<file path="src/rtl/baud_pkg.sv">
package baud_pkg;

    parameter int unsigned BAUD_INT_W  = 14;
    parameter int unsigned BAUD_FRAC_W = 3;

    typedef logic [BAUD_INT_W-1:0]  baud_int_t;
    typedef logic [BAUD_FRAC_W-1:0] baud_frac_t;

    typedef struct packed {
        baud_int_t  whole;
        baud_frac_t eighths;
    } baud_div_t;

    typedef struct packed {
        logic       carry;
        baud_frac_t phase;
    } baud_acc_t;

    localparam baud_div_t BAUD_DIV_RESET = '{whole: baud_int_t'(1), eighths: '0};

    function automatic baud_int_t baud_eff_whole(input baud_int_t w);
        return (w == '0) ? baud_int_t'(1) : w;
    endfunction

endpackage

</file>
<file path="src/rtl/baud_div_hold.sv">
module baud_div_hold
    import baud_pkg::*;
(
    input  logic      clk,
    input  logic      rst,
    input  logic      load_i,
    input  baud_div_t div_i,
    input  logic      boundary_i,
    output baud_div_t sel_o,
    output baud_div_t applied_o,
    output logic      fresh_o
);
    baud_div_t pend_q;
    logic      pend_vld_q;
    baud_div_t applied_q;

    // Divisor for the period that starts at the next boundary.
    always_comb begin
        if (load_i)
            sel_o = div_i;
        else if (pend_vld_q)
            sel_o = pend_q;
        else
            sel_o = applied_q;
    end

    assign fresh_o   = load_i | pend_vld_q;
    assign applied_o = applied_q;

    always_ff @(posedge clk) begin
        if (rst) begin
            pend_q     <= BAUD_DIV_RESET;
            pend_vld_q <= 1'b0;
            applied_q  <= BAUD_DIV_RESET;
        end else if (boundary_i) begin
            applied_q  <= sel_o;
            pend_vld_q <= 1'b0;
        end else if (load_i) begin
            pend_q     <= div_i;
            pend_vld_q <= 1'b1;
        end
    end
endmodule

</file>
<file path="src/rtl/baud_frac_acc.sv">
module baud_frac_acc
    import baud_pkg::*;
(
    input  logic       clk,
    input  logic       rst,
    input  logic       step_i,
    input  logic       restart_i,
    input  baud_frac_t frac_i,
    output logic       carry_o
);
    baud_frac_t phase_q;
    baud_acc_t  sum;

    always_comb begin
        sum     = {1'b0, (restart_i ? baud_frac_t'(0) : phase_q)} + {1'b0, frac_i};
        carry_o = sum.carry;
    end

    always_ff @(posedge clk) begin
        if (rst)
            phase_q <= '0;
        else if (step_i)
            phase_q <= sum.phase;
    end
endmodule

</file>
<file path="src/rtl/baud_period_cnt.sv">
module baud_period_cnt
    import baud_pkg::*;
(
    input  logic      clk,
    input  logic      rst,
    input  baud_int_t whole_i,
    input  logic      stretch_i,
    output logic      tick_o
);
    baud_int_t cnt_q;
    logic      run_q;
    baud_int_t reload;

    assign tick_o = run_q && (cnt_q == '0);
    assign reload = whole_i - baud_int_t'(1) + baud_int_t'(stretch_i);

    always_ff @(posedge clk) begin
        if (rst) begin
            run_q <= 1'b0;
            cnt_q <= '0;
        end else begin
            run_q <= 1'b1;
            if (tick_o)
                cnt_q <= reload;
            else if (cnt_q != '0)
                cnt_q <= cnt_q - baud_int_t'(1);
        end
    end
endmodule

</file>
<file path="src/rtl/frac_baud_gen.sv">
module frac_baud_gen
    import baud_pkg::*;
(
    input  logic                   clk,
    input  logic                   rst,
    input  logic                   load_i,
    input  logic [BAUD_INT_W-1:0]  div_whole_i,
    input  logic [BAUD_FRAC_W-1:0] div_frac_i,
    output logic                   tick_o
);
    baud_div_t req_div;
    baud_div_t sel_div;
    baud_div_t applied_div;
    baud_int_t eff_whole;
    logic      fresh;
    logic      stretch;
    logic      tick;

    assign req_div   = '{whole: div_whole_i, eighths: div_frac_i};
    assign eff_whole = baud_eff_whole(sel_div.whole);
    assign tick_o    = tick;

    baud_div_hold u_hold (
        .clk        (clk),
        .rst        (rst),
        .load_i     (load_i),
        .div_i      (req_div),
        .boundary_i (tick),
        .sel_o      (sel_div),
        .applied_o  (applied_div),
        .fresh_o    (fresh)
    );

    baud_frac_acc u_acc (
        .clk       (clk),
        .rst       (rst),
        .step_i    (tick),
        .restart_i (fresh),
        .frac_i    (sel_div.eighths),
        .carry_o   (stretch)
    );

    baud_period_cnt u_cnt (
        .clk       (clk),
        .rst       (rst),
        .whole_i   (eff_whole),
        .stretch_i (stretch),
        .tick_o    (tick)
    );
endmodule

</file>
<file path="config.mk">
export PLATFORM = sky130hd
export DESIGN_NAME = frac_baud_gen
export DESIGN_NICKNAME = d
export VERILOG_FILES = /design/src/rtl/baud_pkg.sv /design/src/rtl/baud_div_hold.sv /design/src/rtl/baud_frac_acc.sv /design/src/rtl/baud_period_cnt.sv /design/src/rtl/frac_baud_gen.sv
export SDC_FILE = /design/constraint.sdc
export NUM_CORES = 1
export LEC_CHECK = 0
export CAP_MARGIN = 10
export CORE_MARGIN = 2
export CORE_UTILIZATION = 50
export DETAILED_ROUTE_END_ITERATION = 10
export DONT_BUFFER_PORTS = 1
export PLACE_DENSITY_LB_ADDON = 0.2
export SETUP_SLACK_MARGIN = 0.15
export SYNTH_ARGS = -nofsm -noshare
export SYNTH_HDL_FRONTEND = slang
export SYNTH_HIERARCHICAL = 1
export SYNTH_SLANG_ARGS = --single-unit
</file>
<file path="constraint.sdc">
create_clock -name clk -period 3.7 [get_ports clk]
set_input_delay 0.37 -clock clk [delete_from_list [all_inputs] [get_ports clk]]
set_output_delay 0.37 -clock clk [all_outputs]
set_load 0.01 [all_outputs]
</file>
After elaboration in Yosys (flattened, before gate mapping)

Index checks and enable logic that the tools add are counted.

Bitwise gates (word level): 2
Add/subtract/negate cells: 4
Multiplexer cells: 7
Reductions and logical operators: 7

Operator list:

| cell                                               | count |
|---|---|
| 2-to-1 mux 14 bit                                  | 3 |
| 2-to-1 mux 17 bit                                  | 2 |
| zero test 14 bit                                   | 2 |
| subtractor 14 x 1 -> 14 bit, second input constant | 2 |
| adder 14 x 1 -> 14 bit                             | 1 |
| nonzero test 14 bit                                | 1 |
| adder 3 x 3 -> 4 bit                               | 1 |
| 2-to-1 mux 3 bit                                   | 1 |
| AND reduction 2 bit                                | 1 |
| nonzero test 2 bit                                 | 1 |
| OR reduction 2 bit                                 | 1 |
| logical AND 1 bit                                  | 1 |
| 2-to-1 mux 1 bit                                   | 1 |
| NOT 1 bit                                          | 1 |
| bitwise OR 1 bit                                   | 1 |

Output and inout port bits: 1
Bits in registers: 53
Bits of input ports: 20

Longest topological paths before layout

Depth after elaboration: 7
Depth in mapped cells: 15
Gate-level depth less buffers: 14

Cells and area by module

The synthesis kept the hierarchy.

Modules (own cells, without submodules):

| module          | area an instance (µm²) | instances | cells an instance | sequential area each (µm²) |
|---|---|---|---|---|
| baud_div_hold   | 1674.1                 | 1         | 213               | 700.7 |
| baud_period_cnt | 1047.3                 | 1         | 126               | 300.3 |
| baud_frac_acc   | 215.2                  | 1         | 23                | 60.1 |
| frac_baud_gen   | 80.1                   | 1         | 18                | 0.0 |

Worst setup path after synthesis

OpenSTA, ideal clock, no wires.

Path type: register to register
Start point: register u_hold.pend_vld_q
End point: register u_cnt.cnt_q[8]
Data arrival time: 3.231 ns
Setup slack: 0.339 ns
Stages on the path, launching flop included: 16
Library setup time: 0.130 ns
Path buffers: 2
Cells stage by stage: dfxtp_1 buf_4 buf_6 mux2i_1 o21ai_0 ha_1 a21o_1 a21o_1 inv_1 ha_1 ha_1 or4b_2 o41ai_1 nand2_1 a211oi_1 nor3_2

RTL lines:

| element                  | line                  | source |
|---|---|---|
| start: declaration       | baud_div_hold.sv:14   | `logic pend_vld_q;` |
| start signal: assignment | baud_div_hold.sv:33   | `pend_vld_q <= 1'b0;` |
| start signal: assignment | baud_div_hold.sv:37   | `pend_vld_q <= 1'b0;` |
| start signal: assignment | baud_div_hold.sv:40   | `pend_vld_q <= 1'b1;` |
| end signal: assignment   | baud_period_cnt.sv:24 | `cnt_q <= reload;` |
| end signal: assignment   | baud_period_cnt.sv:26 | `cnt_q <= cnt_q - baud_int_t'(1);` |
| end: declaration         | baud_period_cnt.sv:10 | `baud_int_t cnt_q;` |

Worst setup path after layout

Start point: register u_hold.pend_vld_q
End point: register u_cnt.cnt_q[8]

Elaborated cells between the ends (all ways): 10

RTL lines:

| element                | line                  | source |
|---|---|---|
| bitwise OR 1 bit       | baud_div_hold.sv:27   | `assign fresh_o = load_i \| pend_vld_q;` |
| net fresh              | frac_baud_gen.sv:15   | `logic fresh;` |
| 2-to-1 mux 3 bit       | baud_frac_acc.sv:15   | `sum = {1'b0, (restart_i ? baud_frac_t'(0) : phase_q)} + {1'b0, frac_i};` |
| adder 3 x 3 -> 4 bit   | baud_frac_acc.sv:15   |  |
| net stretch            | frac_baud_gen.sv:16   | `logic stretch;` |
| adder 14 x 1 -> 14 bit | baud_period_cnt.sv:15 | `assign reload = whole_i - baud_int_t'(1) + baud_int_t'(stretch_i);` |
| 2-to-1 mux 14 bit      | baud_period_cnt.sv:23 | `if (tick_o)` |

The timed path passes the listed nets, and every way through them passes these cells.
A chain may end at the register's enable or synchronous reset.

==> run metrics <==
outcome completed; vias per std cell 5.63; Max-slew headroom 0.502; Seq. cell area 1060 sq um; area of the multi-input gates 1750 sq um; io pins 21; mux share of post-synthesis cell area 0.0564; Syn Inst Count 380; share of cells above drive strength 1 0.0919; Hold Slack 109 ps; H-Tree Depth 2; number of enable flip-flop cells after synthesis 0; total CTS buffers 5; number of port buffers 0; initial antenna violation count 0; Post-Synth XOR/XNOR Area 0.0581; Non-Filler Instances 445; Buf/Inv on CP 2; fin crit period 3360 ps; Pwr per Cell Area 630 nW/um^2; critical-path maximum fanout 5; Hold Crit Class in -> reg; commonest non-fill, non-tap cells in the layout 61 x nand2_1, 52 x dfxtp_1, 51 x nor2_1, 23 x a21oi_1; register bit total from synthesis 53; WP data required 3900 ps; global-route total usage across every layer 0.215; adder-cell area share of the yosys netlist 0.0357; delay of the slowest cell on the worst path 610 ps; Metal-1 WL 3.16 mm; Vias 2506; area growth from synthesis to final layout 5.23%; critical path class reg -> reg; largest net degree at the start of global routing 42; Die H 81.7 um; row cnt 28; Core ar. 5890 sq um; CP Cell Sequence or2_2 > nand2b_1 > inv_1 > ha_1 > a21o_1 > a21o_1 > inv_1 > ha_1 > ha_2 > or4b_2 > o41ai_1 > nand2_1 > a211oi_1 > nor3_2; detailed placer's ending HPWL 4.65 mm; routed length on met3 258 um; Clock Skews 7.13 ps; mapped cell area 3020 sq um; Initial Utilization 0.513; Leak 0.00124 uW; antenna cells 0; Clock Sinks 53; area share of the largest cell type after synthesis 0.352; Setup violations, final 0; RR Startpoint u_hold/pend_vld_q; sequential fraction of the synthesis area 0.352; top routing layer used met4; final wirelength 6.63 mm; Slew Limit Fails 0; Avg Inst Size Synth 7.94 sq um; Fillers 590; Simple-Gate Fraction of Synth Area 0.256; fraction of the cycle the final worst path needs 0.907; CP arrival 3560 ps; PnR worst setup slack 342 ps; max cap viols 0; Final Power 2000 uW; TNS Setup 0 ps; grt total ovfl 0; root cell of the clock tree clkbuf_8; Final Hold Violating Endpoints 0; Synth Area in Compound Gates 0.172; Setup WS pre-CTS 312 ps; Syn Nets 408; Post-CTS Setup Bufs 0; DR WL/cell 14.9 um; element type at the critical path start flop; most common cell after layout, fill and taps aside nand2_1; Critical-path top delay cell or4b_2; clock buffer depth 2; Ys Warns 6; combinational family with the most area after synthesis simple AND/OR/NAND/NOR gates; RSZ-0062 raised after global routing no; Largest delay share family, worst path simple AND/OR/NAND/NOR gates; CTS tree done; drt first-iter violations 75; synth top area cells dfxtp_1 35%, nand2_1 7.6%, nor2_1 6.3%; peak supply drop 0.000319 V; crit end category flop; first-pass detailed-route iteration total 4; Worst Hold Launch rst; Die X 81.7 um; first-pass GRT wire length 11.1 mm; Setup crit start u_hold/pend_vld_q; dpl cells 437; Slew @ Worst Pin 747 ps; Clk Latency, worst-skew pair 310 ps; Synth Flop Type dfxtp_1; Net count, final 397; Yosys top cell by area dfxtp_1; Post-synth ARST share 0; clock slew at reported path FFs 100 ps; vias in the first global route 2410; GPL Wtd Cong 0.821; ANT nets after route 0; met2 wire len 3.13 mm; DRC 0; fmax 0.298 GHz; synth unique cells 53; full die area 6670 sq um
metrics by stage:
step           utilization  cell area (sq um)
2_1_floorplan            -               3020
3_3_place_gp         0.519               3050
3_5_place_dp         0.519               3050
4_1_cts              0.539               3170
5_1_grt              0.539               3170
6_report             0.539               3170
worst paths after layout:
path         slack, ps                 to  cells past startpoint
max                340     u_cnt/cnt_q[8]                     14
min                110   u_hold/pend_q[0]                      1
max reg2reg        340     u_cnt/cnt_q[8]                     14
min reg2reg        480  u_hold/pend_q[14]                      2
flip-flops by register name, summed over array words and instances, names as in the netlist:
register	flops
u_cnt/run_q	1
u_acc/phase_q	3
u_hold/pend_vld_q	1
u_cnt/cnt_q	14
u_hold/applied_o	17
u_hold/pend_q	17
synthesized netlist by cell type (2+ instances only):
| library cell | n |
|---|---|
| nor2_1 | 51 |
| nor3_1 | 4 |
| buf_2 | 3 |
| o21ai_0 | 17 |
| clkbuf_1 | 18 |
| xor2_1 | 17 |
| nand2_1 | 61 |
| nor2b_1 | 4 |
| buf_4 | 6 |
| mux2i_1 | 17 |
| ha_1 | 7 |
| dfxtp_1 | 53 |
| inv_1 | 11 |
| buf_6 | 3 |
| a211oi_1 | 5 |
| a21o_1 | 3 |
| nor4_1 | 6 |
| nand2b_1 | 7 |
| nand4b_1 | 2 |
| a21oi_1 | 23 |
| o221ai_1 | 16 |
| xnor2_1 | 3 |
| nand3b_1 | 3 |
| o22ai_1 | 7 |
| nand3_1 | 5 |
logic make-up (layout without fill, tap and decap cells):
logic type | Yosys count | after routing
fa+ha+maj | 8 | 8
xor+xnor | 20 | 20
flops | 53 | 53
buf+inv | 43 | 33
mux | 17 | 17
simple gates | 160 | 160
compound gates | 79 | 79
timing repair:
action,in CTS,in global routing
resized for setup,0,2
setup endpoints to repair,0,2
hold buffers,0,0
routing by layer:
| layer | track usage | up-vias |
|---|---|---|
| li1 | - | 1292 |
| met1 | 0.280 | 1158 |
| met2 | 0.355 | 47 |
| met3 | 0.0385 | 9 |
| met4 | 0.0800 | 0 |
| met5 | 0 | - |
cell type report:
| type | instances | share of cell area |
|---|---|---|
| Clock buffer | 5 | 0.0217 |
| Sequential cell | 53 | 0.335 |
| Multi-Input combinational cell | 284 | 0.550 |
| Clock inverter | 3 | 0.0150 |
| Timing Repair Buffer | 13 | 0.0347 |
| Inverter | 12 | 0.0142 |
| Tap cell | 75 | 0.0296 |
worst register-to-register path, cell delays in order (launching register included):
cell and delay (ps):
dfxtp_2 380, or2_2 340, nand2b_1 190, inv_1 70, ha_1 220, a21o_1 170, a21o_1 160, inv_1 50
ha_1 160, ha_2 210, or4b_2 610, o41ai_1 260, nand2_1 90, a211oi_1 280, nor3_2 70
report_power, final:
part | internal, uW | switching [uW]
combinational | 343 | 456
clock | 207 | 208
sequential | 692 | 94.5
Power figures use the tool's default switching activity.
